<file path="src/rtl/mdio_pkg.sv">
package mdio_pkg;
   localparam int unsigned PRE_BITS   = 32;
   localparam int unsigned FRAME_BITS = PRE_BITS + 32;
   // index (1-based bit count) of the last bit a read frame drives
   localparam int unsigned DRIVE_LAST = PRE_BITS + 14;

   localparam logic [2:0] HA_CMD  = 3'd0;
   localparam logic [2:0] HA_DOUT = 3'd1;
   localparam logic [2:0] HA_DIN  = 3'd2;
   localparam logic [2:0] HA_STAT = 3'd3;
   localparam logic [2:0] HA_RST  = 3'd4;

   localparam logic [1:0] OP_RD = 2'b10;
   localparam logic [1:0] OP_WR = 2'b01;

   function automatic logic [FRAME_BITS-1:0] mk_frame(input logic wr, input logic [4:0] phy,
                                                      input logic [4:0] ra, input logic [15:0] d);
      return {{PRE_BITS{1'b1}}, 2'b01, (wr ? OP_WR : OP_RD), phy, ra,
              (wr ? 2'b10 : 2'b11), (wr ? d : 16'hFFFF)};
   endfunction
endpackage

</file>
<file path="src/rtl/mdc_gen.sv">
module mdc_gen #(
   parameter int unsigned DIV_BITS = 6
) (
   input  logic clk,
   input  logic rst,
   output logic mdc_o,
   output logic rise_en,
   output logic fall_en
);
   logic [DIV_BITS-1:0] div_cnt;
   logic mdc_d;

   always_ff @(posedge clk) begin
      if (rst) begin
         div_cnt <= '0;
         mdc_o   <= 1'b0;
         mdc_d   <= 1'b0;
      end else begin
         div_cnt <= div_cnt + 1'b1;
         mdc_o   <= div_cnt[DIV_BITS-1];
         mdc_d   <= mdc_o;
      end
   end

   assign rise_en = mdc_o & ~mdc_d;
   assign fall_en = ~mdc_o & mdc_d;

   // edge enables are single-cycle and the clock is still high after a rise
   assert_rise_pulse_R2: assert property (@(posedge clk) disable iff (rst)
      rise_en |=> (!rise_en && mdc_o));
   assert_fall_pulse_R2: assert property (@(posedge clk) disable iff (rst)
      fall_en |=> (!fall_en && !mdc_o));
endmodule

</file>
<file path="src/rtl/mdio_shifter.sv">
module mdio_shifter
   import mdio_pkg::*;
(
   input  logic                  clk,
   input  logic                  rst,
   input  logic                  rise_en,
   input  logic                  fall_en,
   input  logic                  start,
   input  logic [FRAME_BITS-1:0] frame,
   input  logic                  is_wr,
   output logic                  busy,
   output logic                  done,
   output logic [15:0]           rx_data,
   input  logic                  mdio_in,
   output logic                  mdio_out,
   output logic                  mdio_oe
);
   localparam int unsigned IDX_W = $clog2(FRAME_BITS + 1);

   typedef enum logic [1:0] {SH_IDLE, SH_ARM, SH_RUN} sh_state_e;
   sh_state_e st;
   logic [FRAME_BITS-1:0] sreg;
   logic [IDX_W-1:0] idx;
   logic [15:0] rx_sh;
   logic wr_q;

   always_ff @(posedge clk) begin
      if (rst) begin
         st <= SH_IDLE; sreg <= '0; idx <= '0; rx_sh <= '0;
         wr_q <= 1'b0; done <= 1'b0; rx_data <= '0;
      end else begin
         done <= 1'b0;
         unique case (st)
            SH_IDLE: if (start) begin
               sreg <= frame;
               wr_q <= is_wr;
               st   <= SH_ARM;
            end
            // first-increment step: moves the bit index off zero so a
            // transaction covers the full frame length in clock periods
            SH_ARM: if (fall_en) begin
               st  <= SH_RUN;
               idx <= IDX_W'(1);
            end
            SH_RUN: begin
               if (rise_en) rx_sh <= {rx_sh[14:0], mdio_in};
               if (fall_en) begin
                  if (idx == IDX_W'(FRAME_BITS)) begin
                     st      <= SH_IDLE;
                     done    <= 1'b1;
                     rx_data <= rx_sh;
                  end else begin
                     sreg <= {sreg[FRAME_BITS-2:0], 1'b0};
                     idx  <= idx + 1'b1;
                  end
               end
            end
            default: st <= SH_IDLE;
         endcase
      end
   end

   assign busy     = (st != SH_IDLE);
   assign mdio_out = (st == SH_RUN) ? sreg[FRAME_BITS-1] : 1'b1;
   assign mdio_oe  = (st == SH_RUN) && (wr_q || (idx <= IDX_W'(DRIVE_LAST)));

   // a read frame lets go of the line exactly at the turnaround bit
   assert_release_ta_R4: assert property (@(posedge clk) disable iff (rst)
      ($fell(mdio_oe) && !wr_q && st == SH_RUN) |-> (idx == IDX_W'(DRIVE_LAST + 1)));
   // a start request is only ever accepted from idle
   assert_start_idle_R6: assert property (@(posedge clk) disable iff (rst)
      start |-> (st == SH_IDLE));
endmodule

</file>
<file path="src/rtl/phy_reset_timer.sv">
module phy_reset_timer #(
   parameter int unsigned CNT_W = 8
) (
   input  logic clk,
   input  logic rst,
   input  logic load,
   output logic active
);
   logic [CNT_W-1:0] cnt;

   always_ff @(posedge clk) begin
      if (rst)              cnt <= '0;
      else if (load)        cnt <= '1;
      else if (cnt != '0)   cnt <= cnt - 1'b1;
   end

   assign active = (cnt != '0);

   assert_pulse_end_R8: assert property (@(posedge clk) disable iff (rst)
      $fell(active) |-> ($past(cnt) == CNT_W'(1) && !$past(load)));
endmodule

</file>
<file path="src/rtl/mdio_poll_engine.sv">
module mdio_poll_engine
   import mdio_pkg::*;
#(
   parameter int unsigned DIV_BITS       = 6,
   parameter logic [4:0]  PHY_ADDR       = 5'd1,
   parameter logic [4:0]  POLL_REG_A     = 5'h0F,
   parameter logic [4:0]  POLL_REG_B     = 5'h11,
   parameter int unsigned RST_CNT_W      = 8,
   parameter bit          RST_ACTIVE_LOW = 1'b0
) (
   input  logic        clk,
   input  logic        rst,
   input  logic [2:0]  host_addr,
   input  logic        host_wr,
   input  logic        host_rd,
   input  logic [15:0] host_wdata,
   output logic [31:0] host_rdata,
   output logic        mdc,
   input  logic        mdio_in,
   output logic        mdio_out,
   output logic        mdio_oe,
   output logic        phy_reset
);
   if (DIV_BITS < 2) begin : g_bad_div
      $error("DIV_BITS must be at least 2");
   end
   if (RST_CNT_W < 2) begin : g_bad_rst
      $error("RST_CNT_W must be at least 2");
   end
   if (POLL_REG_A == POLL_REG_B) begin : g_bad_poll
      $error("poll registers must differ");
   end

   typedef enum logic [2:0] {
      ST_ISSUE_A, ST_WAIT_A, ST_ISSUE_B, ST_WAIT_B, ST_CHECK, ST_WAIT_H
   } poll_state_e;

   logic rise_en, fall_en;
   logic sh_start, sh_busy, sh_done, sh_wr;
   logic [FRAME_BITS-1:0] sh_frame;
   logic [15:0] sh_rx;
   poll_state_e st;
   logic [5:0]  cmd_reg;
   logic        done_flag, pending, act_wr;
   logic [15:0] dout_reg, din_reg;
   logic [31:0] stat_reg;
   logic        rst_active;

   mdc_gen #(.DIV_BITS(DIV_BITS)) u_mdc (
      .clk(clk), .rst(rst), .mdc_o(mdc), .rise_en(rise_en), .fall_en(fall_en));

   mdio_shifter u_shift (
      .clk(clk), .rst(rst), .rise_en(rise_en), .fall_en(fall_en),
      .start(sh_start), .frame(sh_frame), .is_wr(sh_wr), .busy(sh_busy),
      .done(sh_done), .rx_data(sh_rx), .mdio_in(mdio_in),
      .mdio_out(mdio_out), .mdio_oe(mdio_oe));

   phy_reset_timer #(.CNT_W(RST_CNT_W)) u_rst (
      .clk(clk), .rst(rst), .load(host_wr && host_addr == HA_RST), .active(rst_active));

   if (RST_ACTIVE_LOW) begin : g_rst_low
      assign phy_reset = ~rst_active;
   end else begin : g_rst_high
      assign phy_reset = rst_active;
   end

   logic cmd_wr, rd_clear, host_start, host_fin;
   assign cmd_wr     = host_wr && host_addr == HA_CMD;
   assign rd_clear   = host_rd && host_addr == HA_CMD && done_flag;
   assign host_start = (st == ST_CHECK) && pending && !sh_busy;
   assign host_fin   = (st == ST_WAIT_H) && sh_done;

   always_comb begin
      sh_start = 1'b0;
      sh_wr    = 1'b0;
      sh_frame = mk_frame(1'b0, PHY_ADDR, POLL_REG_A, 16'h0000);
      unique case (st)
         ST_ISSUE_A: sh_start = !sh_busy;
         ST_ISSUE_B: begin
            sh_start = !sh_busy;
            sh_frame = mk_frame(1'b0, PHY_ADDR, POLL_REG_B, 16'h0000);
         end
         ST_CHECK: begin
            sh_start = host_start;
            sh_wr    = cmd_reg[5];
            sh_frame = mk_frame(cmd_reg[5], PHY_ADDR, cmd_reg[4:0], dout_reg);
         end
         default: ;
      endcase
   end

   always_ff @(posedge clk) begin
      if (rst) begin
         st <= ST_ISSUE_A; stat_reg <= '0; din_reg <= '0; act_wr <= 1'b0;
      end else begin
         unique case (st)
            ST_ISSUE_A: if (sh_start) st <= ST_WAIT_A;
            ST_WAIT_A: if (sh_done) begin
               stat_reg[31:16] <= sh_rx;
               st <= ST_ISSUE_B;
            end
            ST_ISSUE_B: if (sh_start) st <= ST_WAIT_B;
            ST_WAIT_B: if (sh_done) begin
               stat_reg[15:0] <= sh_rx;
               st <= ST_CHECK;
            end
            ST_CHECK: begin
               if (host_start) begin
                  act_wr <= cmd_reg[5];
                  st     <= ST_WAIT_H;
               end else if (!pending) begin
                  st <= ST_ISSUE_A;
               end
            end
            ST_WAIT_H: if (sh_done) begin
               if (!act_wr) din_reg <= sh_rx;
               st <= ST_ISSUE_A;
            end
            default: st <= ST_ISSUE_A;
         endcase
      end
   end

   always_ff @(posedge clk) begin
      if (rst) begin
         cmd_reg <= '0; dout_reg <= '0; pending <= 1'b0; done_flag <= 1'b0;
      end else begin
         if (cmd_wr) cmd_reg <= host_wdata[5:0];
         if (host_wr && host_addr == HA_DOUT) dout_reg <= host_wdata;
         pending <= cmd_wr || (pending && !host_start);
         if (host_fin)                 done_flag <= 1'b1;
         else if (cmd_wr || rd_clear)  done_flag <= 1'b0;
      end
   end

   always_comb begin
      unique case (host_addr)
         HA_CMD:  host_rdata = {done_flag, 25'd0, cmd_reg};
         HA_DOUT: host_rdata = {16'd0, dout_reg};
         HA_DIN:  host_rdata = {16'd0, din_reg};
         HA_STAT: host_rdata = stat_reg;
         default: host_rdata = 32'd0;
      endcase
   end

   // a queued request survives until it is launched as a frame
   assert_pending_kept_R6: assert property (@(posedge clk) disable iff (rst)
      (pending && !host_start) |=> pending);
   // the done flag only rises at the end of a host frame
   assert_done_source_R7: assert property (@(posedge clk) disable iff (rst)
      $rose(done_flag) |-> $past(host_fin));
   // the status word changes only right after a completed frame
   assert_status_hold_R5: assert property (@(posedge clk) disable iff (rst)
      !$past(sh_done) |-> $stable(stat_reg));
endmodule

</file>
<file path="config.mk">
export PLATFORM = sky130hd
export DESIGN_NAME = mdio_poll_engine
export DESIGN_NICKNAME = d
export VERILOG_FILES = /design/src/rtl/mdio_pkg.sv /design/src/rtl/mdc_gen.sv /design/src/rtl/mdio_shifter.sv /design/src/rtl/phy_reset_timer.sv /design/src/rtl/mdio_poll_engine.sv
export SDC_FILE = /design/constraint.sdc
export NUM_CORES = 1
export LEC_CHECK = 0
export ABC_AREA = 1
export BUFFER_PORTS_ARGS = -buffer_cell sky130_fd_sc_hd__clkbuf_2
export CAP_MARGIN = 20
export CORE_MARGIN = 2
export CORE_UTILIZATION = 60
export CTS_CLUSTER_SIZE = 25
export DETAILED_ROUTE_END_ITERATION = 12
export PLACE_DENSITY = 0.78
export SLEW_MARGIN = 20
export SYNTH_ARGS = -nofsm -noshare
export SYNTH_HDL_FRONTEND = slang
export SYNTH_SLANG_ARGS = --single-unit
</file>
<file path="constraint.sdc">
create_clock -name clk -period 2 [get_ports clk]
set_input_delay 0.6 -clock clk [delete_from_list [all_inputs] [get_ports clk]]
set_output_delay 0.6 -clock clk [all_outputs]
set_load 0.05 [all_outputs]
</file>
* Yosys cells after proc, flatten, opt, wreduce, memory -nomap -nowiden
Index checks and enable logic that the tools add are counted.
Word-level totals: flip-flop bits (word level) 199, input port bits 24, output and inout port bits 36
Cells by class: $add $sub $neg 3, $lt $le $gt $ge 1, equality and inequality tests 23, mux-type cells 34, bitwise logic cells 7, reductions and logical operators 37
Operators by type and width (number):
- 64-bit two-way mux | 3
- 32-bit one-hot mux with 4 select lines | 1
- 64-bit one-hot mux with 2 select lines | 1
- 30-bit one-hot mux with 2 select lines | 1
- 3-bit two-way mux | 7
- 7-bit two-way mux | 3
- 3-bit one-hot mux with 6 select lines | 1
- 16-bit two-way mux | 1
- 8-bit two-way mux | 2
- 7-bit one-hot mux with 2 select lines | 1
- 3-bit by 2-bit == test with 1-bit output, second input constant | 4
- 2-bit != test, second input constant | 6
- 4-bit AND reduction | 3
- 1-bit logical AND | 10
- 2-bit two-way mux | 5
- 2-bit AND reduction | 5
- 2-bit nonzero test | 5
- 3-bit == test, second input constant | 3
- 2-bit by 1-bit != test with 1-bit output, second input constant | 4
- 8-bit nonzero test | 1
- 8-bit by 1-bit subtractor with 8-bit output, second input constant | 1
- 7-bit by 1-bit adder with 7-bit output, second input constant | 1
- 7-bit == test, second input constant | 1
- 7-bit by 6-bit <= comparator with 1-bit output, second input constant | 1
- 18 further kinds | 34

* Logic depth before layout (Yosys ltp)
word-level depth 6, depth in mapped cells 12

* Cells and area by module
Synthesis repeated with hierarchy kept, for this count alone.
Unflattened totals: cell total of the unflattened synthesis 1308, area, all modules 9298.9 um^2
Modules (own cells, without submodules):
- mdio_shifter | instances 1, cells each 735, area each 5172.5 um^2, sequential area each 2142.1 um^2
- mdio_poll_engine | instances 1, cells each 459, area each 3337.0 um^2, sequential area each 1521.5 um^2
- phy_reset_timer | instances 1, cells each 73, area each 471.7 um^2, sequential area each 160.2 um^2
- mdc_gen | instances 1, cells each 41, area each 317.8 um^2, sequential area each 160.2 um^2

* Worst setup path after synthesis
Ideal clock, no wire load.
kind input-to-output, start in host_addr[2], end out host_rdata[31], data arrival time 2225 ps, path slack -825 ps, stages on the path 4, buffers on the path 1, cells stage by stage inv_1 nand3_1 clkbuf_1 o21ai_0
Between the ends: longest elaborated chain between the ends 2
Ends and longest elaborated chain:
- from (decl) | line mdio_poll_engine.sv:13 | input logic [2:0] host_addr,
- 3-bit by 2-bit == test with 1-bit output, or another cell as far along | line mdio_poll_engine.sv:137 | unique case (host_addr)
- 32-bit one-hot mux with 4 select lines * | line mdio_poll_engine.sv:137
- to (decl) | line mdio_poll_engine.sv:17 | output logic [31:0] host_rdata,
Mark *: on every way between the ends. The rest lies on a longest branch, timed or not.

* Worst setup path after layout
start in host_addr[2], end out host_rdata[2]
Same word-level chain as after synthesis.

==> metrics.txt <==
status complete, but fails checks; failing checks setup timing; Post-Synthesis Cells approximately 1200; Mapped Area 8360 µm²; CP Data Arrival Time between 1500 and 2000 ps; Power, Total 9240 µW; Seq cells post-synth 199; Residual DRC 0; Pint 6670 µW; syn_nets 1181; Congestion Overflow GR 0; Syn-to-layout area delta 26.7%; ANT cells 0; total track usage 0.284; Max transition margin 0.672; Sw Share 0.278; fin. max-slew vios 0; adder-cell share of the synthesized area 0.00898; clk sinks slightly below 200; vias per std cell 5.55; ys flop type dfxtp_1; starting density of the core 0.609; Largest register FFs 64; Tcrit/Tclk final 1.12; Post-synth EDFFs 0; RSZ-0062 raised after global routing true; DP HPWL 12900 µm; H-tree levels 4; fillers 956; Post-Synth Simple-Gate Area 0.228; drt first pass iters 5; Clock Skew ~5.9 ps; worst path required time 1400 ps; largest family of logic cells by synthesized area simple AND/OR/NAND/NOR gates; io pins 60; hold buffers post-CTS 0; worst-skew pair later-pin latency 440 ps; gpl congestion 0.854; Worst path max stage delay 220 ps; height of the die 122 µm; initial antenna violation count 0; worst slew pin tran 490 ps; DRT iter0 DRCs 619; Routed WL roughly 21000 µm; Nets 1235; critical path startpoint category input pin; post-synthesis mux area share 0; Hold Fails Final Rpt 0; DRT antenna net count 0; first-pass GRT wire length 33600 µm; Core Area 13700 µm²; row count 43; post-layout util 0.772; routed via count 7762; P_sw 2570 µW; largest net degree at the start of global routing 76; IO buf count 59; layout cell share with drive strength beyond 1 0.181; largest delay contributor family on the critical path buffers and inverters; clock share of power 0.361; minimum clock period 2240 ps; # setup viols final 33; Ys Warns 0; CTS root buffer clkbuf_16; TritonCTS Buffers 17; Peak supply drop between 0.0008 and 0.0009 V; Routed WL per cell around 15 µm; CP cell instances buf_8 > clkinvlp_4 > nand3_4 > inv_6 > a22oi_2 > o221ai_4 > buf_12; fmax 447 MHz; Reg clk slew, reported paths 60 ps; Syn Area/Cell 7.26 µm²; setup ws final -236 ps; Hold WC Path Type in -> reg; CTS Buffer Depth 2; critical path class in -> out; CP Max Fanout 6; Unique masters post-synth 30; die area 14900 µm²; Synth Area in XOR/XNOR 0.00210; Die Wd 122 µm; fraction of registers with async set or reset after synthesis 0; Leak 0.00416 µW; Max Cap Viol 0; Seq pwr share 0.476; Synth Area in Compound Gates 0.186; number of global-route vias before repair 7008; TritonCTS clock tree built; critical path's slowest cell a22oi_2; Seq/Total Area, Yosys 0.477; Buf/Inv on CP 4; Crit. End Element output port; Power Density about 870 nW/µm²; Combinational Power Share 0.163
[placed cells by master, fill, tap and decap left out, types with 15 or more instances in the layout]
cell type	count
nand2_1	147
clkbuf_2	21
buf_8	19
nand3_1	70
inv_1	116
o22ai_1	15
buf_4	27
o221ai_4	15
a21oi_1	115
clkbuf_16	18
nor2_1	182
nor2_4	20
o21ai_0	130
dfxtp_1	194
buf_12	26
[synth_stat cells, drive strengths merged (2+ instances only)]
cell type,instances,area [µm²]
nand3,75,385
clkbuf,36,135
inv,131,497
a22oi,6,45.0
nand2,163,639
nor3,5,25.0
o221ai,15,131
buf,29,194
o22ai,15,93.8
nor2,207,810
nand4,6,37.5
a21oi,115,576
ha,6,75.1
a31oi,2,12.5
o21ai,137,686
dfxtp,199,3980
[cell families (layout without fill, tap and decap cells)]
| kind of cell | Yosys count | count (layout) |
|---|---|---|
| XOR/XNOR | 2 | 2 |
| flip-flops | 199 | 199 |
| AND/OR/NAND/NOR | 457 | 457 |
| buffers and inverters | 196 | 263 |
| AO/OA/AOI/OAI | 291 | 291 |
| adder cells (fa/ha/maj) | 6 | 6 |
[layer usage]
metal / GRT usage / vias up / routed length [µm]
li1: - / 3861 / -
met1: 0.357 / 3596 / 8880
met2: 0.473 / 240 / 10100
met3: 0.0552 / 65 / 1050
met4: 0.126 / 0 / 803
met5: 0 / - / 0
[tightest hold or removal path: stages]
cell	delay (ps)
clkbuf_2	80
o21ai_0	70
nor2_1	80
[power groups by stage]
stage | Combinational (µW) | Sequential [µW] | Clock [µW]
finish | 1510 | 4400 | 3330
global route | 1710 | 4430 | 3520
CTS | 1430 | 4400 | 3370
detailed placement | 1320 | 4480 | 0
global placement | 1290 | 4470 | 0
floorplan | 1060 | 4440 | 0
[final cells by class]
cell class	instances	area, µm²	area share
Clock buffer	22	484	0.0457
Clock inverter	10	96.3	0.00910
Inverter	131	517	0.0488
Multi-Input combinational cell	756	4080	0.385
Sequential cell	199	4000	0.377
Tap cell	180	225	0.0213
Timing Repair Buffer	100	1190	0.113
[worst paths after layout]
path | endpoint | cells past startpoint | from | slack (ps)
worst max-delay path | host_rdata[2] | 7 | host_addr[2] | -240
worst min-delay path | u_shift.rx_sh[0] | 3 | mdio_in | 430
worst max register to register | u_shift.sreg[53] | 11 | u_shift.idx[0] | 170
worst min register to register | u_mdc.mdc_o | 2 | u_mdc.div_cnt[5] | 450
[stage by stage]
| stage | TNS [ps] | cell area [µm²] | instances | setup WS (ps) | hold WS (ps) |
|---|---|---|---|---|---|
| floorplan | -4540 | 8800 | 1151 | -229 | 418 |
| detailed placement | -7900 | 9560 | 1356 | -296 | 442 |
| global placement | -6660 | 9560 | 1356 | -250 | 429 |
| CTS | -5910 | 10500 | 1393 | -227 | 422 |
| finish | -6340 | 10600 | 1398 | -236 | 431 |
| global route | -7460 | 10600 | 1398 | -276 | 450 |
[repair_timing]
item	CTS	global route
pin swaps	7	5
endpoints found under the setup margin	34	50
resized for setup	66	42
hold endpoints to repair	0	0
buffers inserted	5	5
No activity file was read; power rests on OpenSTA's default activity.
